$ cat config.mk
export PLATFORM = sky130hd
export DESIGN_NAME = simd_addsub_unit
export DESIGN_NICKNAME = d
export VERILOG_FILES = /design/src/rtl/simd_pkg.sv /design/src/rtl/simd_lane_op.sv /design/src/rtl/simd_lane_array.sv /design/src/rtl/simd_addsub_unit.sv
export SDC_FILE = /design/constraint.sdc
export NUM_CORES = 1
export LEC_CHECK = 0
export BUFFER_PORTS_ARGS = -buffer_cell sky130_fd_sc_hd__buf_2
export CELL_PAD_IN_SITES_DETAIL_PLACEMENT = 0
export CELL_PAD_IN_SITES_GLOBAL_PLACEMENT = 1
export CORE_UTILIZATION = 45
export DETAILED_ROUTE_END_ITERATION = 8
export GPL_TIMING_DRIVEN = 0
export HOLD_SLACK_MARGIN = 0.1
export PLACE_DENSITY = 0.87
export SYNTH_ARGS = -nofsm -noshare
export SYNTH_HDL_FRONTEND = slang
export SYNTH_SLANG_ARGS = --single-unit
$ cat constraint.sdc
create_clock -name clk -period 3.6 [get_ports clk]
set_input_delay 0.36 -clock clk [delete_from_list [all_inputs] [get_ports clk]]
set_output_delay 0.36 -clock clk [all_outputs]
set_load 0.005 [all_outputs]
$ cat src/rtl/simd_pkg.sv
// Shared encodings for the packed add/subtract unit.
// Assumes 2-bit fields for operation, result policy and lane size.
package simd_pkg;

    typedef enum logic [1:0] {
        OP_ADD   = 2'b00,
        OP_SUB   = 2'b01,
        OP_CMPEQ = 2'b10,
        OP_RSVD  = 2'b11
    } simd_op_e;

    typedef enum logic [1:0] {
        POL_WRAP = 2'b00,
        POL_SSAT = 2'b01,
        POL_USAT = 2'b10,
        POL_RSVD = 2'b11
    } simd_pol_e;

    typedef enum logic [1:0] {
        SZ_BYTE  = 2'b00,
        SZ_WORD  = 2'b01,
        SZ_DWORD = 2'b10,
        SZ_RSVD  = 2'b11
    } simd_size_e;

    // True when a request must be flagged as illegal or reserved.
    function automatic logic req_illegal(simd_op_e o, simd_pol_e p, simd_size_e s);
        logic arith;
        arith = (o == OP_ADD) || (o == OP_SUB);
        return (o == OP_RSVD) || (s == SZ_RSVD) ||
               (arith && (p == POL_RSVD)) ||
               (arith && (s == SZ_DWORD) && (p != POL_WRAP));
    endfunction

endpackage

$ cat src/rtl/simd_lane_op.sv
// One lane of the unit: add, subtract (a - b) or equality compare on a
// W-bit element. CLAMP_OK = 0 builds a lane that always wraps.
// Assumes the operation and policy are stable over the cycle (pure logic).
module simd_lane_op
    import simd_pkg::*;
#(
    parameter int W        = 8,
    parameter bit CLAMP_OK = 1'b1
) (
    input  logic [W-1:0] a,
    input  logic [W-1:0] b,
    input  simd_op_e     op,
    input  simd_pol_e    pol,
    output logic [W-1:0] r
);
    localparam logic [W-1:0] SMAX = {1'b0, {(W-1){1'b1}}};
    localparam logic [W-1:0] SMIN = {1'b1, {(W-1){1'b0}}};

    logic [W:0]   wide;
    logic [W-1:0] low;
    logic         carry;
    logic         sovf;

    // Lane-local sum or difference with one extra bit for carry/borrow.
    always_comb begin
        if (op == OP_SUB) wide = {1'b0, a} - {1'b0, b};
        else              wide = {1'b0, a} + {1'b0, b};
        low   = wide[W-1:0];
        carry = wide[W];
    end

    // Signed overflow: result sign disagrees with the sign of a where
    // the operand signs allow an overflow at all.
    always_comb begin
        if (op == OP_SUB) sovf = (a[W-1] != b[W-1]) && (low[W-1] != a[W-1]);
        else              sovf = (a[W-1] == b[W-1]) && (low[W-1] != a[W-1]);
    end

    // Result selection by operation and policy.
    always_comb begin
        r = '0;
        case (op)
            OP_CMPEQ: r = (a == b) ? '1 : '0;
            OP_ADD, OP_SUB: begin
                r = low;
                if (CLAMP_OK && pol == POL_SSAT && sovf)
                    r = a[W-1] ? SMIN : SMAX;
                else if (CLAMP_OK && pol == POL_USAT && carry)
                    r = (op == OP_ADD) ? '1 : '0;
            end
            default: r = '0;
        endcase
    end
endmodule

$ cat src/rtl/simd_lane_array.sv
// Combinational lane array: builds byte, word and doubleword lane sets
// side by side and picks one by size. Doubleword lanes never clamp.
// Assumes DATA_W is a multiple of 32.
module simd_lane_array
    import simd_pkg::*;
#(
    parameter int DATA_W = 64
) (
    input  logic [DATA_W-1:0] a,
    input  logic [DATA_W-1:0] b,
    input  simd_op_e          op,
    input  simd_pol_e         pol,
    input  simd_size_e        size,
    output logic [DATA_W-1:0] r,
    output logic              illegal
);
    localparam int NB = DATA_W / 8;
    localparam int NW = DATA_W / 16;
    localparam int ND = DATA_W / 32;

    logic [DATA_W-1:0] r_b, r_w, r_d;

    for (genvar i = 0; i < NB; i++) begin : g_byte
        simd_lane_op #(.W(8), .CLAMP_OK(1'b1)) u_lane (
            .a(a[i*8 +: 8]), .b(b[i*8 +: 8]), .op(op), .pol(pol), .r(r_b[i*8 +: 8]));
    end

    for (genvar i = 0; i < NW; i++) begin : g_word
        simd_lane_op #(.W(16), .CLAMP_OK(1'b1)) u_lane (
            .a(a[i*16 +: 16]), .b(b[i*16 +: 16]), .op(op), .pol(pol), .r(r_w[i*16 +: 16]));
    end

    for (genvar i = 0; i < ND; i++) begin : g_dword
        simd_lane_op #(.W(32), .CLAMP_OK(1'b0)) u_lane (
            .a(a[i*32 +: 32]), .b(b[i*32 +: 32]), .op(op), .pol(pol), .r(r_d[i*32 +: 32]));
    end

    // Lane-set selection by element size; reserved size yields zero.
    always_comb begin
        case (size)
            SZ_BYTE:  r = r_b;
            SZ_WORD:  r = r_w;
            SZ_DWORD: r = r_d;
            default:  r = '0;
        endcase
    end

    // Flag illegal or reserved requests.
    always_comb illegal = req_illegal(op, pol, size);
endmodule

$ cat src/rtl/simd_addsub_unit.sv
// Top: two-stage pipeline around the lane array. Stage 1 holds the
// operands and controls, stage 2 holds result and flag. One operation per
// cycle, result two cycles after acceptance. Synchronous active-low reset
// clears only the valid bits; data registers load only on valid.
module simd_addsub_unit
    import simd_pkg::*;
#(
    parameter int DATA_W = 64
) (
    input  logic              clk,
    input  logic              rst_n,
    input  logic              in_valid,
    input  logic [DATA_W-1:0] dst,
    input  logic [DATA_W-1:0] src,
    input  logic [1:0]        op,
    input  logic [1:0]        mode,
    input  logic [1:0]        size,
    output logic              res_valid,
    output logic [DATA_W-1:0] res,
    output logic              res_illegal
);
    logic              s1_valid;
    logic [DATA_W-1:0] s1_dst, s1_src;
    simd_op_e          s1_op;
    simd_pol_e         s1_pol;
    simd_size_e        s1_size;

    logic [DATA_W-1:0] lane_r;
    logic              lane_ill;

    // Stage 1 valid bit.
    always_ff @(posedge clk) begin
        if (!rst_n) s1_valid <= 1'b0;
        else        s1_valid <= in_valid;
    end

    // Stage 1 operand and control capture.
    always_ff @(posedge clk) begin
        if (in_valid) begin
            s1_dst  <= dst;
            s1_src  <= src;
            s1_op   <= simd_op_e'(op);
            s1_pol  <= simd_pol_e'(mode);
            s1_size <= simd_size_e'(size);
        end
    end

    simd_lane_array #(.DATA_W(DATA_W)) u_lanes (
        .a(s1_dst), .b(s1_src), .op(s1_op), .pol(s1_pol), .size(s1_size),
        .r(lane_r), .illegal(lane_ill));

    // Stage 2 valid bit.
    always_ff @(posedge clk) begin
        if (!rst_n) res_valid <= 1'b0;
        else        res_valid <= s1_valid;
    end

    // Stage 2 result capture.
    always_ff @(posedge clk) begin
        if (s1_valid) begin
            res         <= lane_r;
            res_illegal <= lane_ill;
        end
    end
endmodule

-- Yosys cells after proc, flatten, opt, wreduce, memory -nomap -nowiden
Index checks and enable logic that the tools add are counted.
W data, S select, Z words.
- $add $sub $neg: 28
- equality and inequality tests: 51
- muxes and demuxes: 93
- reduce and logical (&&, ||, !) cells: 59
- operator list (cell ; number):
    $mux W16 ; 17
    $mux W8 ; 33
    $pmux W64 S3 ; 1
    $mux W32 ; 4
    $pmux W16 S2 ; 4
    $pmux W32 S2 ; 2
    $pmux W8 S2 ; 8
    $add A8 B8 Y9 ; 8
    $mux W9 ; 8
    $sub A8 B8 Y9 ; 8
    $add A16 B16 Y17 ; 4
    $mux W17 ; 4
    $sub A16 B16 Y17 ; 4
    $add A32 B32 Y32 ; 2
    $eq A16 B16 Y1 ; 4
    $eq A32 B32 Y1 ; 2
    $eq A8 B8 Y1 ; 8
    $sub A32 B32 Y32 ; 2
    $logic_and A1 B1 Y1 ; 51
    $ne A1 B1 Y1 ; 20
    $eq A2 B2 Y1 const B ; 6
    $mux W1 ; 12
    $eq A1 B1 Y1 ; 8
    $eq A2 B1 Y1 const B ; 3
    other kinds (4) ; 8
- register bits: 201
- input bits: 137
- output and inout port bits: 66
- logic and storage cells: 240

-- Longest topological paths before layout
- depth after elaboration: 9
- gate-level depth with buffers: 15
- mapped depth without buffers: 13

-- Modules after synthesis
From an unflattened synthesis, not the netlist that was laid out.
- cells, all modules: 4052
- area, all modules: 32268.4 um2
- by module, submodules not included (module ; instances ; cells each ; area an instance (um2) ; sequential area each (um2)):
    simd_lane_op (u_lanes.g_word[0].u_lane ...) ; 3 ; 332 ; 2208.4 ; 0.0
    simd_addsub_unit ; 1 ; 203 ; 6028.3 ; 6015.8
    simd_lane_op (u_lanes.g_byte[1].u_lane ...) ; 4 ; 145 ; 1022.2 ; 0.0
    simd_lane_op (u_lanes.g_dword[0].u_lane) ; 1 ; 612 ; 3926.3 ; 0.0
    simd_lane_op (u_lanes.g_dword[1].u_lane) ; 1 ; 594 ; 3886.2 ; 0.0
    simd_lane_op (u_lanes.g_byte[5].u_lane ...) ; 3 ; 150 ; 1027.2 ; 0.0
    simd_lane_op (u_lanes.g_word[2].u_lane) ; 1 ; 327 ; 2255.9 ; 0.0
    simd_lane_array ; 1 ; 154 ; 1371.3 ; 0.0
    simd_lane_op (u_lanes.g_byte[0].u_lane) ; 1 ; 136 ; 1004.7 ; 0.0

-- Least setup slack after synthesis
No wires, ideal clock.
- path kind: reg-to-reg
- start point: register s1_dst[8]
- end point: register res[3], data pin
- setup time: 0.272 ns
- arrival: 2.890 ns
- required time: 3.328 ns
- slack: 0.438 ns
- cell stages (with the launch flop): 13
- buffers on the path: 1
- clock period less this slack: 3.162 ns
- cell sequence: edfxtp_1 ha_1 fa_1 nor3b_1 nor3_1 o211ai_1 a21oi_2 nor2_1 a31o_1 clkbuf_1 a21oi_1 a21oi_1 or4_1
- longest elaborated chain between the ends: 9
- elaborated cells on any way between the ends: 18
- those cells by class: add/sub: 2; eq/ne: 3; mux: 9; reduce/logical: 4
- ends and longest elaborated chain (element ; RTL line ; text):
    start, declared ; simd_addsub_unit.sv:23 ; logic [DATA_W-1:0] s1_dst, s1_src;
    start signal, assigned ; simd_addsub_unit.sv:40 ; s1_dst <= dst;
    $add A16 B16 Y17 or $sub A16 B16 Y17 (tied branches) ; simd_lane_op.sv:27, simd_lane_op.sv:26 ;
    $mux W17 ; simd_lane_op.sv:26 ; if (op == OP_SUB) wide = {1'b0, a} - {1'b0, b};
    $ne A1 B1 Y1 ; simd_lane_op.sv:35, simd_lane_op.sv:36 ;
    $logic_and A1 B1 Y1 (on tied branches) ; simd_lane_op.sv:36, simd_lane_op.sv:35 ;
    $mux W1 ; simd_lane_op.sv:35 ; if (op == OP_SUB) sovf = (a[W-1] != b[W-1]) && (low[W-1] != a[W-1]);
    $logic_and A1 B1 Y1 ; simd_lane_op.sv:46 ; if (CLAMP_OK && pol == POL_SSAT && sovf)
    $mux W16 ; simd_lane_op.sv:46 ;
    $pmux W16 S2 ; simd_lane_op.sv:42 ; case (op)
    $pmux W64 S3 * ; simd_lane_array.sv:40 ; case (size)
    net lane_r[3] ; simd_addsub_unit.sv:28 ; logic [DATA_W-1:0] lane_r;
    end signal, assigned ; simd_addsub_unit.sv:61 ; res <= lane_r;
    end, declared ; simd_addsub_unit.sv:19 ; output logic [DATA_W-1:0] res,
The timed path passes the listed nets; every way through them passes the cells marked *.
A chain may end at the register's enable or synchronous reset.

-- Worst setup path in the final report
- start point: register s1_op[0]
- end point: register res[59], data pin
- longest elaborated chain between the ends: 9
- elaborated cells on any way between the ends: 29
- those cells by class: eq/ne: 4; mux: 15; reduce/logical: 10
- ends and longest elaborated chain (element ; RTL line ; text):
    start, declared ; simd_addsub_unit.sv:24 ; simd_op_e s1_op;
    start signal, assigned ; simd_addsub_unit.sv:42 ; s1_op <= simd_op_e'(op);
    $eq A2 B1 Y1 ; simd_lane_op.sv:26, simd_lane_op.sv:35, simd_lane_op.sv:42 ;
    $mux W17 or $mux W9 (tied branches) ; simd_lane_op.sv:26 ;
    $ne A1 B1 Y1 ; simd_lane_op.sv:35, simd_lane_op.sv:36 ;
    $logic_and A1 B1 Y1 (on tied branches) ; simd_lane_op.sv:36, simd_lane_op.sv:35 ;
    $mux W1 ; simd_lane_op.sv:35 ;
    $logic_and A1 B1 Y1 ; simd_lane_op.sv:46 ;
    $mux W16 or $mux W8 (tied branches) ; simd_lane_op.sv:46 ;
    $pmux W16 S2 or $pmux W8 S2 (tied branches) ; simd_lane_op.sv:42 ;
    $pmux W64 S3 * ; simd_lane_array.sv:40 ;
    net lane_r[59] ; simd_addsub_unit.sv:28 ;
Marks and branches as above.

==> results.txt <==
port buffer count: 202
slew margin rel.: 24.01%
Hold Worst Slack: 274.6 ps
multi-input gate area in the final layout: 13,590 um^2
Synth Flop Type: edfxtp_1
post-route antenna net violation count: 0
final setup fails: 5
top cells by count, synth: a21oi_1 (254), nor2_1 (222), edfxtp_1 (199)
I/O Pins: 203
Detailed Place HPWL: 68,700 um
R2R Setup Slk: -50 ps
Reg area: 6020 um^2
largest net degree at the start of global routing: 83
Syn Std Cell Area: 19,800 um^2
Critical Path AT: 4010 ps
WS Path Type: reg -> reg
critical path fanouts, max: 10
Crit path largest cell delay: 810 ps
Slew @ Worst Pin: 1140 ps
die width: 211.7 um
largest delay contributor family on the critical path: buffers and inverters
Syn Area/Cell: 8.238 um^2
GP Congestion: 1.005
TritonRoute pass-1 iters: 8
initial antenna violation count: 2
routed wl met2: 40,530 um
H-Tree Depth: 1
Max stage delay cell, worst path: nand2_1
Critical Path Sink Type: flop
Synth Net Count: 2,692
status: complete, but fails checks
Slew Limit Fails: 0
Worst Hold Launch: in_valid
Critical Path, Cell by Cell: buf_4, inv_1, clkbuf_1, nand2_1, o22ai_2, o21ai_1, and3_1, a31oi_2
P_leak: 9.914 nW
Layout Nets: 3,087
drt wl/cell: 27.21 um
post-synth cell types: 101
DRC errors left: 1
Root Buffer: clkbuf_16
register area share after synthesis: 30.39%
Synth area leader: edfxtp_1
Worst-path clk slew: 60 ps
Starting Density: 45.75%
total wire length: 92,540 um
Peak Freq: 273.8 MHz
top-count cell post-synth: a21oi_1
Vias/cell: 6.473
proportion of layout cells with a drive suffix above 1: 20.42%
DR WL met3: 9893 um
RSZ-0062 raised after global routing: true
final worst slack: -52.49 ps
CP Buf/Inv Count: 3
Post-synth EDFFs: 199
Total GRT Usage: 40.35%
die height: 211.7 um
first-pass GRT wire length: 133,900 um
R2R depth: 8
Area growth, synth to finish: 27.58%
R2R Path Start: s1_op[0]$_DFFE_PP_
startpoint types: flop
GR Overflow Total: 0
clk sinks: 201
clock buffer depth: 3
Worst Skew: 23.49 ps
top sig layer: met5
DR vias: 22,020
Area contributors post-synth: edfxtp_1 (30%), ha_1 (8.6%), a21oi_1 (6.4%), o21ai_0 (4.4%), nor2_1 (4.2%)
Synth Warn #: 0
Hold Path End: s1_dst[60]$_DFFE_PP_
ant diodes: 0
fillers: 3,865
Max-Cap Viols: 0
Finished Layout Cells: 3,401
CTS tree: built
DRT iter0 DRCs: 2,679
failing checks: design-rule violations, negative setup slack
Final Hold Viols: 0
Worst Path Required: 3960 ps
VDD IR-drop max: 0.4670 mV
Post-Syn Instances: 2,403
die area: 44,830 um^2
Yosys top cell area share: 30.19%
final worst path period share: 101.5%
floorplan row count: 76
Clk Latency, worst-skew pair: 570 ps
Final Critical Period: 3652 ps
Worst R2R End: res[59]$_DFFE_PP_
area of the core: 43,270 um^2
Post-synth ARST share: 0%
worst hold path depth: 1
Num CTS Buffers: 24
Placed Cells: 3,193
Met1 Wirelength: 36,260 um
#FFs+latches synth: 201
Pwr Total: 10.67 mW
Hold WC Path Type: in -> reg
pwr dens: 422.6 nW/um^2
vias in the first global route: 20,910
==> power by group <==
group / total (mW) / switching, mW / internal, mW / leakage (nW)
clock network: 2.58 / 1.03 / 1.55 / 0.412
logic: 5.13 / 3.26 / 1.87 / 7.62
registers: 2.95 / 0.123 / 2.83 / 1.88
==> stage by stage <==
stage	TNS [ps]	instance area [um^2]	utilization, %	worst slack, ps
after global placement	-62380	21540	49.78	-1454
after global routing	-1212	25250	58.37	-115.2
after CTS	-0.6923	24510	56.65	-0.6923
after floorplan	0	19800	-	438.0
after detailed placement	-60910	21620	49.96	-1368
final	-143.8	25250	58.37	-52.49
==> sequential cells by signal (all words and copies together) (netlist names) <==
register and cells:
s1_size 2, res_valid 1, s1_src 64, s1_pol 2
res_illegal 1, s1_valid 1, s1_dst 64, s1_op 2
res 64
==> layer usage <==
metal,track usage [%],up-vias
li1,-,9731
met1,51.79,10580
met2,63.28,1377
met3,8.930,322
met4,21.29,2
met5,0,-
==> placed cells by master (no fill, tap or decap), types with 37 or more instances in the layout <==
master         instances
buf_2                236
a21oi_1              231
nor2_1               216
edfxtp_1             199
nand2_1              182
o21ai_0              164
inv_1                140
dlygate4sd3_1        135
ha_1                 126
xnor2_1               89
nor3_1                55
nand3_1               51
buf_4                 50
a21o_1                37
==> cells by family after synthesis <==
group,share of synthesized area (%)
compound gates,28.78
simple gates,19.01
buf+inv,5.916
flops,30.39
fa+ha+maj,10.26
xor+xnor,4.823
mux,0.8153
==> worst max-delay path by stage <==
stage / from / end / slack, ps / cells past startpoint
global route: s1_dst[37]$_DFFE_PP_ / res[42]$_DFFE_PP_ / -120 / 12
finish: s1_op[0]$_DFFE_PP_ / res[59]$_DFFE_PP_ / -50 / 8
CTS: s1_dst[34]$_DFFE_PP_ / res[41]$_DFFE_PP_ / -0.7 / 12
global placement: s1_op[0]$_DFFE_PP_ / res[56]$_DFFE_PP_ / -1450 / 11
detailed placement: s1_op[0]$_DFFE_PP_ / res[56]$_DFFE_PP_ / -1370 / 11
floorplan: s1_dst[8]$_DFFE_PP_ / res[3]$_DFFE_PP_ / 440 / 12
==> cell type report <==
type | instances | share of cell area, %
Multi-Input combinational cell | 1917 | 53.81
Sequential cell | 201 | 23.84
Timing Repair Buffer | 376 | 10.86
Buffer | 132 | 3.092
Tap cell | 585 | 2.898
Clock buffer | 26 | 2.492
Inverter | 146 | 2.200
Clock inverter | 18 | 0.8125
==> repair_timing <==
| item | 4_1_cts | 5_1_grt |
|---|---|---|
| setup endpoints to repair | 64 | 61 |
| hold buffers | 135 | 0 |
| hold endpoints to repair | 136 | 0 |
| pin swaps | 12 | 35 |
| gates resized for setup | 150 | 149 |
| setup buffers | 20 | 16 |
Power figures use the tool's default switching activity.
